### src/rtl/csc_pkg.sv
package csc_pkg;

  typedef enum logic [1:0] {
    TRK_IDLE      = 2'd0,
    TRK_WAIT_HI   = 2'd1,
    TRK_WAIT_CTRL = 2'd2
  } trk_state_e;

endpackage

### src/rtl/csc_counter.sv
module csc_counter #(
  parameter int unsigned WORD_W = 32
) (
  input  logic              clk,
  input  logic              rst_n,
  input  logic              en,
  output logic [WORD_W-1:0] lo_q,
  output logic [WORD_W-1:0] hi_q,
  output logic              lo_wrap
);
  localparam int unsigned NSEG = 2;

  function automatic logic [WORD_W-1:0] seg_next(input logic [WORD_W-1:0] v,
                                                 input logic step);
    return v + WORD_W'(step);
  endfunction

  function automatic logic seg_full(input logic [WORD_W-1:0] v);
    return &v;
  endfunction

  logic [NSEG:0] step_chain;
  assign step_chain[0] = en;

  for (genvar g = 0; g < NSEG; g++) begin : gen_seg
    logic [WORD_W-1:0] q;
    always_ff @(posedge clk) begin
      if (!rst_n) q <= '0;
      else        q <= seg_next(q, step_chain[g]);
    end
    assign step_chain[g+1] = step_chain[g] & seg_full(q);
  end

  assign lo_q    = gen_seg[0].q;
  assign hi_q    = gen_seg[1].q;
  assign lo_wrap = step_chain[1];

  a_r2_step: assert property (@(posedge clk) disable iff (!rst_n)
    en && !lo_wrap |=> lo_q == WORD_W'($past(lo_q) + 1'b1) && $stable(hi_q));
  a_r2_freeze: assert property (@(posedge clk) disable iff (!rst_n)
    !en |=> $stable(lo_q) && $stable(hi_q));
  a_r4_carry: assert property (@(posedge clk) disable iff (!rst_n)
    lo_wrap |=> lo_q == '0 && hi_q == WORD_W'($past(hi_q) + 1'b1));
endmodule

### src/rtl/csc_tracker.sv
module csc_tracker
  import csc_pkg::*;
(
  input  logic clk,
  input  logic rst_n,
  input  logic rd_lo,
  input  logic rd_hi,
  input  logic rd_ctrl,
  input  logic irq,
  input  logic lo_wrap,
  output logic report
);
  trk_state_e st_q;
  logic       coh_q;

  logic seq_start, seq_pair_done, window_open, window_spoil;
  assign seq_start     = rd_lo;
  assign seq_pair_done = (st_q == TRK_WAIT_HI) && rd_hi;
  assign window_open   = (st_q == TRK_WAIT_HI) && !rd_hi && !rd_ctrl && !rd_lo;
  assign window_spoil  = window_open && (lo_wrap || irq);

  always_ff @(posedge clk) begin
    if (!rst_n) begin
      st_q  <= TRK_IDLE;
      coh_q <= 1'b0;
    end else if (seq_start) begin
      st_q  <= TRK_WAIT_HI;
      coh_q <= !lo_wrap;
    end else if (rd_ctrl) begin
      st_q  <= TRK_IDLE;
    end else if (seq_pair_done) begin
      st_q  <= TRK_WAIT_CTRL;
    end else if (window_spoil) begin
      coh_q <= 1'b0;
    end
  end

  assign report = (st_q == TRK_WAIT_CTRL) && coh_q;

  a_r5_start: assert property (@(posedge clk) disable iff (!rst_n)
    rd_lo && !lo_wrap |=> st_q == TRK_WAIT_HI && coh_q);
  a_r5_start_wrap: assert property (@(posedge clk) disable iff (!rst_n)
    rd_lo && lo_wrap |=> !coh_q);
  a_r6_carry_spoils: assert property (@(posedge clk) disable iff (!rst_n)
    window_open && lo_wrap |=> !coh_q && st_q == TRK_WAIT_HI);
  a_r7_irq_spoils: assert property (@(posedge clk) disable iff (!rst_n)
    window_open && irq |=> !coh_q && st_q == TRK_WAIT_HI);
  a_r8_ctrl_ends: assert property (@(posedge clk) disable iff (!rst_n)
    rd_ctrl |=> st_q == TRK_IDLE);
  a_r8_pair_keeps: assert property (@(posedge clk) disable iff (!rst_n)
    seq_pair_done |=> st_q == TRK_WAIT_CTRL && coh_q == $past(coh_q));
endmodule

### src/rtl/csc_regif.sv
module csc_regif #(
  parameter int unsigned WORD_W    = 32,
  parameter int unsigned DATA_W    = 32,
  parameter int unsigned ADDR_W    = 12,
  parameter logic [ADDR_W-1:0] ADDR_CTRL = 'h103,
  parameter logic [ADDR_W-1:0] ADDR_LO   = 'h104,
  parameter logic [ADDR_W-1:0] ADDR_HI   = 'h105
) (
  input  logic              clk,
  input  logic              rst_n,
  input  logic [ADDR_W-1:0] addr,
  input  logic              rd,
  input  logic              wr,
  input  logic              wbit0,
  input  logic [WORD_W-1:0] lo_q,
  input  logic [WORD_W-1:0] hi_q,
  input  logic              report,
  output logic              rd_lo,
  output logic              rd_hi,
  output logic              rd_ctrl,
  output logic              en_q,
  output logic [DATA_W-1:0] rdata
);
  localparam int unsigned FLAG_BIT = DATA_W - 1;

  function automatic logic [DATA_W-1:0] ctrl_word(input logic flag, input logic en);
    logic [DATA_W-1:0] w;
    w = '0;
    w[FLAG_BIT] = flag;
    w[0] = en;
    return w;
  endfunction

  initial assert (WORD_W <= DATA_W && WORD_W > 0);

  logic wr_ctrl;
  assign rd_lo   = rd && (addr == ADDR_LO);
  assign rd_hi   = rd && (addr == ADDR_HI);
  assign rd_ctrl = rd && (addr == ADDR_CTRL);
  assign wr_ctrl = wr && (addr == ADDR_CTRL);

  always_ff @(posedge clk) begin
    if (!rst_n)       en_q <= 1'b0;
    else if (wr_ctrl) en_q <= wbit0;
  end

  always_comb begin
    rdata = '0;
    if (rd_lo)        rdata = DATA_W'(lo_q);
    else if (rd_hi)   rdata = DATA_W'(hi_q);
    else if (rd_ctrl) rdata = ctrl_word(report, en_q);
  end

  a_r2_enable_write: assert property (@(posedge clk) disable iff (!rst_n)
    wr_ctrl |=> en_q == $past(wbit0));
  a_r3_quiet_bus: assert property (@(posedge clk) disable iff (!rst_n)
    !rd |-> rdata == '0);
endmodule

### src/rtl/coherent_split_counter.sv
module coherent_split_counter #(
  parameter int unsigned WORD_W    = 32,
  parameter int unsigned DATA_W    = 32,
  parameter int unsigned ADDR_W    = 12,
  parameter logic [ADDR_W-1:0] ADDR_CTRL = 'h103,
  parameter logic [ADDR_W-1:0] ADDR_LO   = 'h104,
  parameter logic [ADDR_W-1:0] ADDR_HI   = 'h105
) (
  input  logic              clk,
  input  logic              rst_n,
  input  logic [ADDR_W-1:0] reg_addr,
  input  logic              reg_rd,
  input  logic              reg_wr,
  input  logic [DATA_W-1:0] reg_wdata,
  output logic [DATA_W-1:0] reg_rdata,
  input  logic              irq_taken
);
  logic [WORD_W-1:0] lo_q, hi_q;
  logic lo_wrap, en_q, report, rd_lo, rd_hi, rd_ctrl;
  logic unused_wdata;
  assign unused_wdata = ^reg_wdata[DATA_W-1:1];

  csc_regif #(
    .WORD_W(WORD_W), .DATA_W(DATA_W), .ADDR_W(ADDR_W),
    .ADDR_CTRL(ADDR_CTRL), .ADDR_LO(ADDR_LO), .ADDR_HI(ADDR_HI)
  ) u_regif (
    .clk(clk), .rst_n(rst_n), .addr(reg_addr), .rd(reg_rd), .wr(reg_wr),
    .wbit0(reg_wdata[0]), .lo_q(lo_q), .hi_q(hi_q), .report(report),
    .rd_lo(rd_lo), .rd_hi(rd_hi), .rd_ctrl(rd_ctrl), .en_q(en_q),
    .rdata(reg_rdata)
  );

  csc_counter #(.WORD_W(WORD_W)) u_counter (
    .clk(clk), .rst_n(rst_n), .en(en_q),
    .lo_q(lo_q), .hi_q(hi_q), .lo_wrap(lo_wrap)
  );

  csc_tracker u_tracker (
    .clk(clk), .rst_n(rst_n), .rd_lo(rd_lo), .rd_hi(rd_hi), .rd_ctrl(rd_ctrl),
    .irq(irq_taken), .lo_wrap(lo_wrap), .report(report)
  );

  a_r10_data_writes_ignored: assert property (@(posedge clk) disable iff (!rst_n)
    reg_wr && !en_q && (reg_addr == ADDR_LO || reg_addr == ADDR_HI)
      |=> $stable(lo_q) && $stable(hi_q));
  a_r9_ctrl_idle_flag: assert property (@(posedge clk) disable iff (!rst_n)
    rd_ctrl && $past(rd_ctrl) |-> !reg_rdata[DATA_W-1]);
endmodule

### config.mk
export PLATFORM = sky130hd
export DESIGN_NAME = coherent_split_counter
export DESIGN_NICKNAME = d
export VERILOG_FILES = /design/src/rtl/csc_pkg.sv /design/src/rtl/csc_counter.sv /design/src/rtl/csc_tracker.sv /design/src/rtl/csc_regif.sv /design/src/rtl/coherent_split_counter.sv
export SDC_FILE = /design/constraint.sdc
export NUM_CORES = 1
export LEC_CHECK = 0
export BUFFER_PORTS_ARGS = -buffer_cell sky130_fd_sc_hd__buf_2
export CAP_MARGIN = 20
export CORE_MARGIN = 2
export CORE_UTILIZATION = 35
export DETAILED_ROUTE_END_ITERATION = 10
export MAX_ROUTING_LAYER = met4
export SYNTH_ARGS = -nofsm -noshare
export SYNTH_HDL_FRONTEND = slang
export SYNTH_HIERARCHICAL = 1
export SYNTH_SLANG_ARGS = --single-unit
### constraint.sdc
create_clock -name clk -period 4.9 [get_ports clk]
set_clock_uncertainty 0.2 [all_clocks]
set_input_delay 0 -clock clk [delete_from_list [all_inputs] [get_ports clk]]
set_output_delay 0 -clock clk [all_outputs]
set_load 0.02 [all_outputs]
* Word level (Yosys, flattened, before mapping)
Index checks and enable logic that the tools add are counted.
Cells by class: reduce and logical (&&, ||, !) cells 20, add/subtract/negate cells 2, multiplexer cells 10, equal/unequal tests 7, bitwise operators 2
Operators by type and width (count):
- $mux W32 | 3
- $add A32 B1 Y32 | 2
- $eq A12 B9 Y1 const B | 3
- $reduce_and A32 Y1 | 1
- $logic_and A1 B1 Y1 | 10
- $mux W1 | 7
- $logic_not A1 Y1 | 4
- $ne A2 B1 Y1 const B | 2
- $reduce_and A3 Y1 | 1
- $reduce_bool A3 Y1 | 1
- $reduce_or A3 Y1 | 1
- $eq A2 B1 Y1 const B | 1
- $eq A2 B2 Y1 const B | 1
- $reduce_bool A2 Y1 | 1
- $and A1 B1 Y1 | 1
- $logic_or A1 B1 Y1 | 1
- $not A1 Y1 | 1
Storage, ports and cells: output and inout port bits 32, bits in registers 68, input port bits 49

* Logic depth before layout (Yosys ltp)
depth in word-level cells 11, mapped depth 11

* Hierarchy
The synthesis kept the hierarchy.
By module, submodules not included:
- csc_counter | seq. area each 1281.2 um^2, instances 1, area an instance 3007.9 um^2, cells each 347
- csc_regif | seq. area each 20.0 um^2, instances 1, area an instance 525.5 um^2, cells each 56
- csc_tracker | seq. area each 60.1 um^2, instances 1, area an instance 141.4 um^2, cells each 16

* Worst setup path before layout
No wires, ideal clock.
kind register -> register, start point register u_counter.gen_seg[0].q[8] (netlist: u_counter/lo_q[8]), end point register u_counter.gen_seg[1].q[20] (netlist: u_counter/hi_q[20]), slack 1.410 ns, buffers on the path 1, data required time 4.630 ns, cell stages (with the launch flop) 12, data arrival time 3.219 ns, path through dfxtp_1 > nand4_1 > or3_1 > or4_1 > nor4_1 > ha_1 > ha_1 > and4_1 > nand3_1 > buf_2 > or4_1 > a21oi_1
Between the ends: word-level cells in the longest chain between the ends 3
RTL lines:
- start, declared | RTL line csc_counter.sv:26 | logic [WORD_W-1:0] q;
- start signal, assigned | RTL line csc_counter.sv:29 | else q <= seg_next(q, step_chain[g]);
- $reduce_and A32 Y1 | RTL line csc_counter.sv:19 | return &v;
- $and A1 B1 Y1 | RTL line csc_counter.sv:31 | assign step_chain[g+1] = step_chain[g] & seg_full(q);
- net lo_wrap | RTL line coherent_split_counter.sv:19 | logic lo_wrap, en_q, report, rd_lo, rd_hi, rd_ctrl;
- $add A32 B1 Y32 | RTL line csc_counter.sv:15 | return v + WORD_W'(step);
- end signal, assigned | RTL line csc_counter.sv:29
- end, declared | RTL line csc_counter.sv:26
The timed path passes the listed nets, and every way through them passes these cells. A chain may end at the register's enable or synchronous reset.

* Worst setup path in the final report
start point register u_counter.gen_seg[0].q[8] (netlist: u_counter/lo_q[8]), end point register u_counter.gen_seg[1].q[18] (netlist: u_counter/hi_q[18])
The elaborated chain is that of the path after synthesis.

==> results.toml <==
[run_status]
status = "completed"

[placement]
globalplace.congestion = 0.843
pre_cts_ws_ns = 0.603
dp_hpwl_mm = 6.81
port_buffers = 49

[detailed_routing]
vias = 3453
wl_per_cell_microns = 16.2
drt_iter0_markers = 214
antenna_left = 0
routed_via_density = 5.69
firstDrtPassIters = 4
wirelength_mm = 9.82
drcViolationCount = 0

[grt]
grt_max_degree = 31
grt_pass1_wl_mm = 16.2
grt_usage = 0.186
grt-ovfl-total = 0
antenna_found_initial = 0
grt_pass1_vias = 3304

[finish]
num_antenna_cells = 0
post-route-util = 0.408
syn_to_final_growth_pct = 14.1
n_fill_cell = 1072
drive_gt1_frac = 0.168
nNetsFinal = 520

[worst_setup_path]
cp_max_fo = 8
r2r-end = "u_counter/hi_q[18]"
reg2reg_depth = 10
crit-reg2reg-launch = "u_counter/lo_q[8]"
worstPathArrival_ns = 4.48
crit_required_ns = 4.98
crit_type = "reg2reg"
critPathCaptureType = "flip-flop"
r2r_slack_ns = 0.50
startpoint_type = "flip-flop"

[clock_tree]
cts-htree-levels = 3
cts-root-buf = "clkbuf_8"
clkTransAtPathRegs_ns = 0.07
cts_tree = "done"
cts_buffers = 9
cts.sinks = 68
insertion_delay_ns = 0.35
cts.path.max_buffers = 2

[timing]
final.setup.tns_ns = 0
fmax_ghz = 0.227
drv_slew = 0
setup_viol = 0
fin_ws_ns = 0.502
min_period_ns = 4.40
fin_crit_sh = 0.898
relSlewSlack = 0.348
tightest_slew_ns = 0.970
rsz0062_at_grt = "false"
hold_viol_final = 0

[synthesis]
ys_seq_elements = 68
ys.flop_type = "dfxtp_1"
synth_seq_area_share = 0.370
yosysWarnings = 6
synth_area_leaders = "dfxtp_1 (37%), a22o_1 (7.6%), a21oi_1 (4.5%)"
syn_area_sq_um = 3670
syn_avg_cell_area_sq_um = 8.77
yosysUniqueCellTypes = 47
synth_commonest_cells = "dfxtp_1 (68), a21oi_1 (33), a22o_1 (32), nand2_1 (27), nor2_1 (27)"
yosysTopAreaCellShare = 0.370
async_flop_share = 0
syn_nets = 472
synth-edff-count = 0
yosysMostFrequentCell = "dfxtp_1"
netlist_instances = 419
yosys.area.top_type = "dfxtp_1"

[power_and_ir_drop]
p_per_area_nw_per_um2 = 245
power_frac_seq = 0.538
combinationalPowerShare = 0.024
clock_power_share = 0.439
p_int_uw = 798
swShare = 0.223
vdd_drop_max_mv = 0.131
p_leak_uw = 0.00146
power.net_switching_uw = 230

[die]
start_util = 0.358
coreArea_sq_um = 10300
fp.dieH_microns = 106
core.rowCount = 37
die_w_microns = 106
die_area_sq_um = 11300
ioPinCount = 81

[flow_run]
cap_violations = 0

[hold_path]
hold_path.class = "in2reg"
holdPathStages = 4
min_to = "u_tracker/st_q[1]"
hp-start = "reg_addr[2]"
## registers in the layout (all words and copies together), names as in the netlist
register / flops
u_tracker/coh_q: 1
u_counter/lo_q: 32
u_regif/en_q: 1
u_tracker/st_q: 2
u_counter/hi_q: 32
## power by group through the flow
stage	combinational, uW	sequential (uW)	clock (uW)
3_3_place_gp	21.9	565	0
6_report	24.5	552	451
5_1_grt	26.6	552	487
4_1_cts	24.4	552	463
2_1_floorplan	12.4	565	0
3_5_place_dp	22.7	565	0
## critical path: stages, from the launching register on
cell and delay (ns):
dfxtp_1 0.43, nand4_1 0.25, or3_1 0.48, or4_1 0.57, nor4_1 0.48, ha_1 0.30
ha_1 0.24, and4_1 0.31, nand3_1 0.30, or4_2 0.62, a21oi_1 0.15
## cell families after synthesis
kind of cell / share of synthesized area
AOI/OAI and AO/OA: 0.193
xor gates and xnor gates: 0.0572
adders and majority gates: 0.0136
buffers and inverters: 0.0633
DFF: 0.370
muxes: 0.0109
and+or+nand+nor: 0.291
## final cells by class
| cell class | count | area, sq um | share of cell area |
|---|---|---|---|
| Clock inverter | 1 | 5.00 | 0.00119 |
| Sequential cell | 68 | 1360 | 0.325 |
| Clock buffer | 14 | 183 | 0.0436 |
| Tap cell | 136 | 170 | 0.0406 |
| Multi-Input combinational cell | 316 | 2080 | 0.496 |
| Inverter | 11 | 41.3 | 0.00985 |
| Timing Repair Buffer | 61 | 350 | 0.0836 |
## worst max-delay path by stage
| stage | start | to | slack, ns | cells after the start |
|---|---|---|---|---|
| 2_1_floorplan | u_counter/lo_q[8] | u_counter/hi_q[20] | 1.41 | 11 |
| 3_3_place_gp | u_counter/lo_q[8] | u_counter/hi_q[18] | 0.62 | 10 |
| 3_5_place_dp | u_counter/lo_q[9] | u_counter/hi_q[18] | 0.60 | 10 |
| 4_1_cts | u_counter/lo_q[9] | u_counter/hi_q[18] | 0.52 | 10 |
| 5_1_grt | u_counter/lo_q[9] | u_counter/hi_q[18] | 0.26 | 10 |
| 6_report | u_counter/lo_q[8] | u_counter/hi_q[18] | 0.50 | 10 |
## placed cells by master, fill, tap and decap left out, types with 3 or more instances in the layout
cell           netlist  layout
or4_2                3       3
nor4_1              11      11
nand4_1             20      20
nand2_1             27      27
nand3_1             19      19
and2_1               5       5
o31ai_1             18      18
inv_1               11      11
clkbuf_8             0      13
o21ai_0             12      12
and3_1               7       7
dfxtp_1             68      68
dlygate4sd3_1        0       6
ha_1                 4       4
a21oi_1             33      33
buf_2                3      49
xor2_1              11      11
or4_1               18      18
a22o_1              32      32
mux2i_1              4       4
buf_4                1       6
nand2b_1             6       6
and4_1               5       5
nor3_1               5       5
nor2_1              27      27
xnor2_1             13      13
or3_1               11      11
## layer usage
metal,up-vias,wire [microns],global-route usage
met5,-,0,-
met4,0,245,0.0872
met3,20,380,0.0319
met2,77,4550,0.284
met1,1660,4640,0.242
li1,1696,-,-
## stage by stage
step                      hold WS [ns]  instance area (sq um)  power, uW  instances
after floorplan                -0.0825                   3670        577        419
after global placement          0.0228                   3940        587        586
after detailed placement        0.0381                   3940        588        586
after CTS                       0.0781                   4190       1040        607
after global routing             0.131                   4190       1070        607
final                            0.106                   4190       1030        607
## repair_timing
item,4_1_cts,5_1_grt
setup buffers,0,0
hold endpoints to repair,12,0
gates resized for setup,0,0
hold buffers,6,0
(Power assumes the default switching activity.)
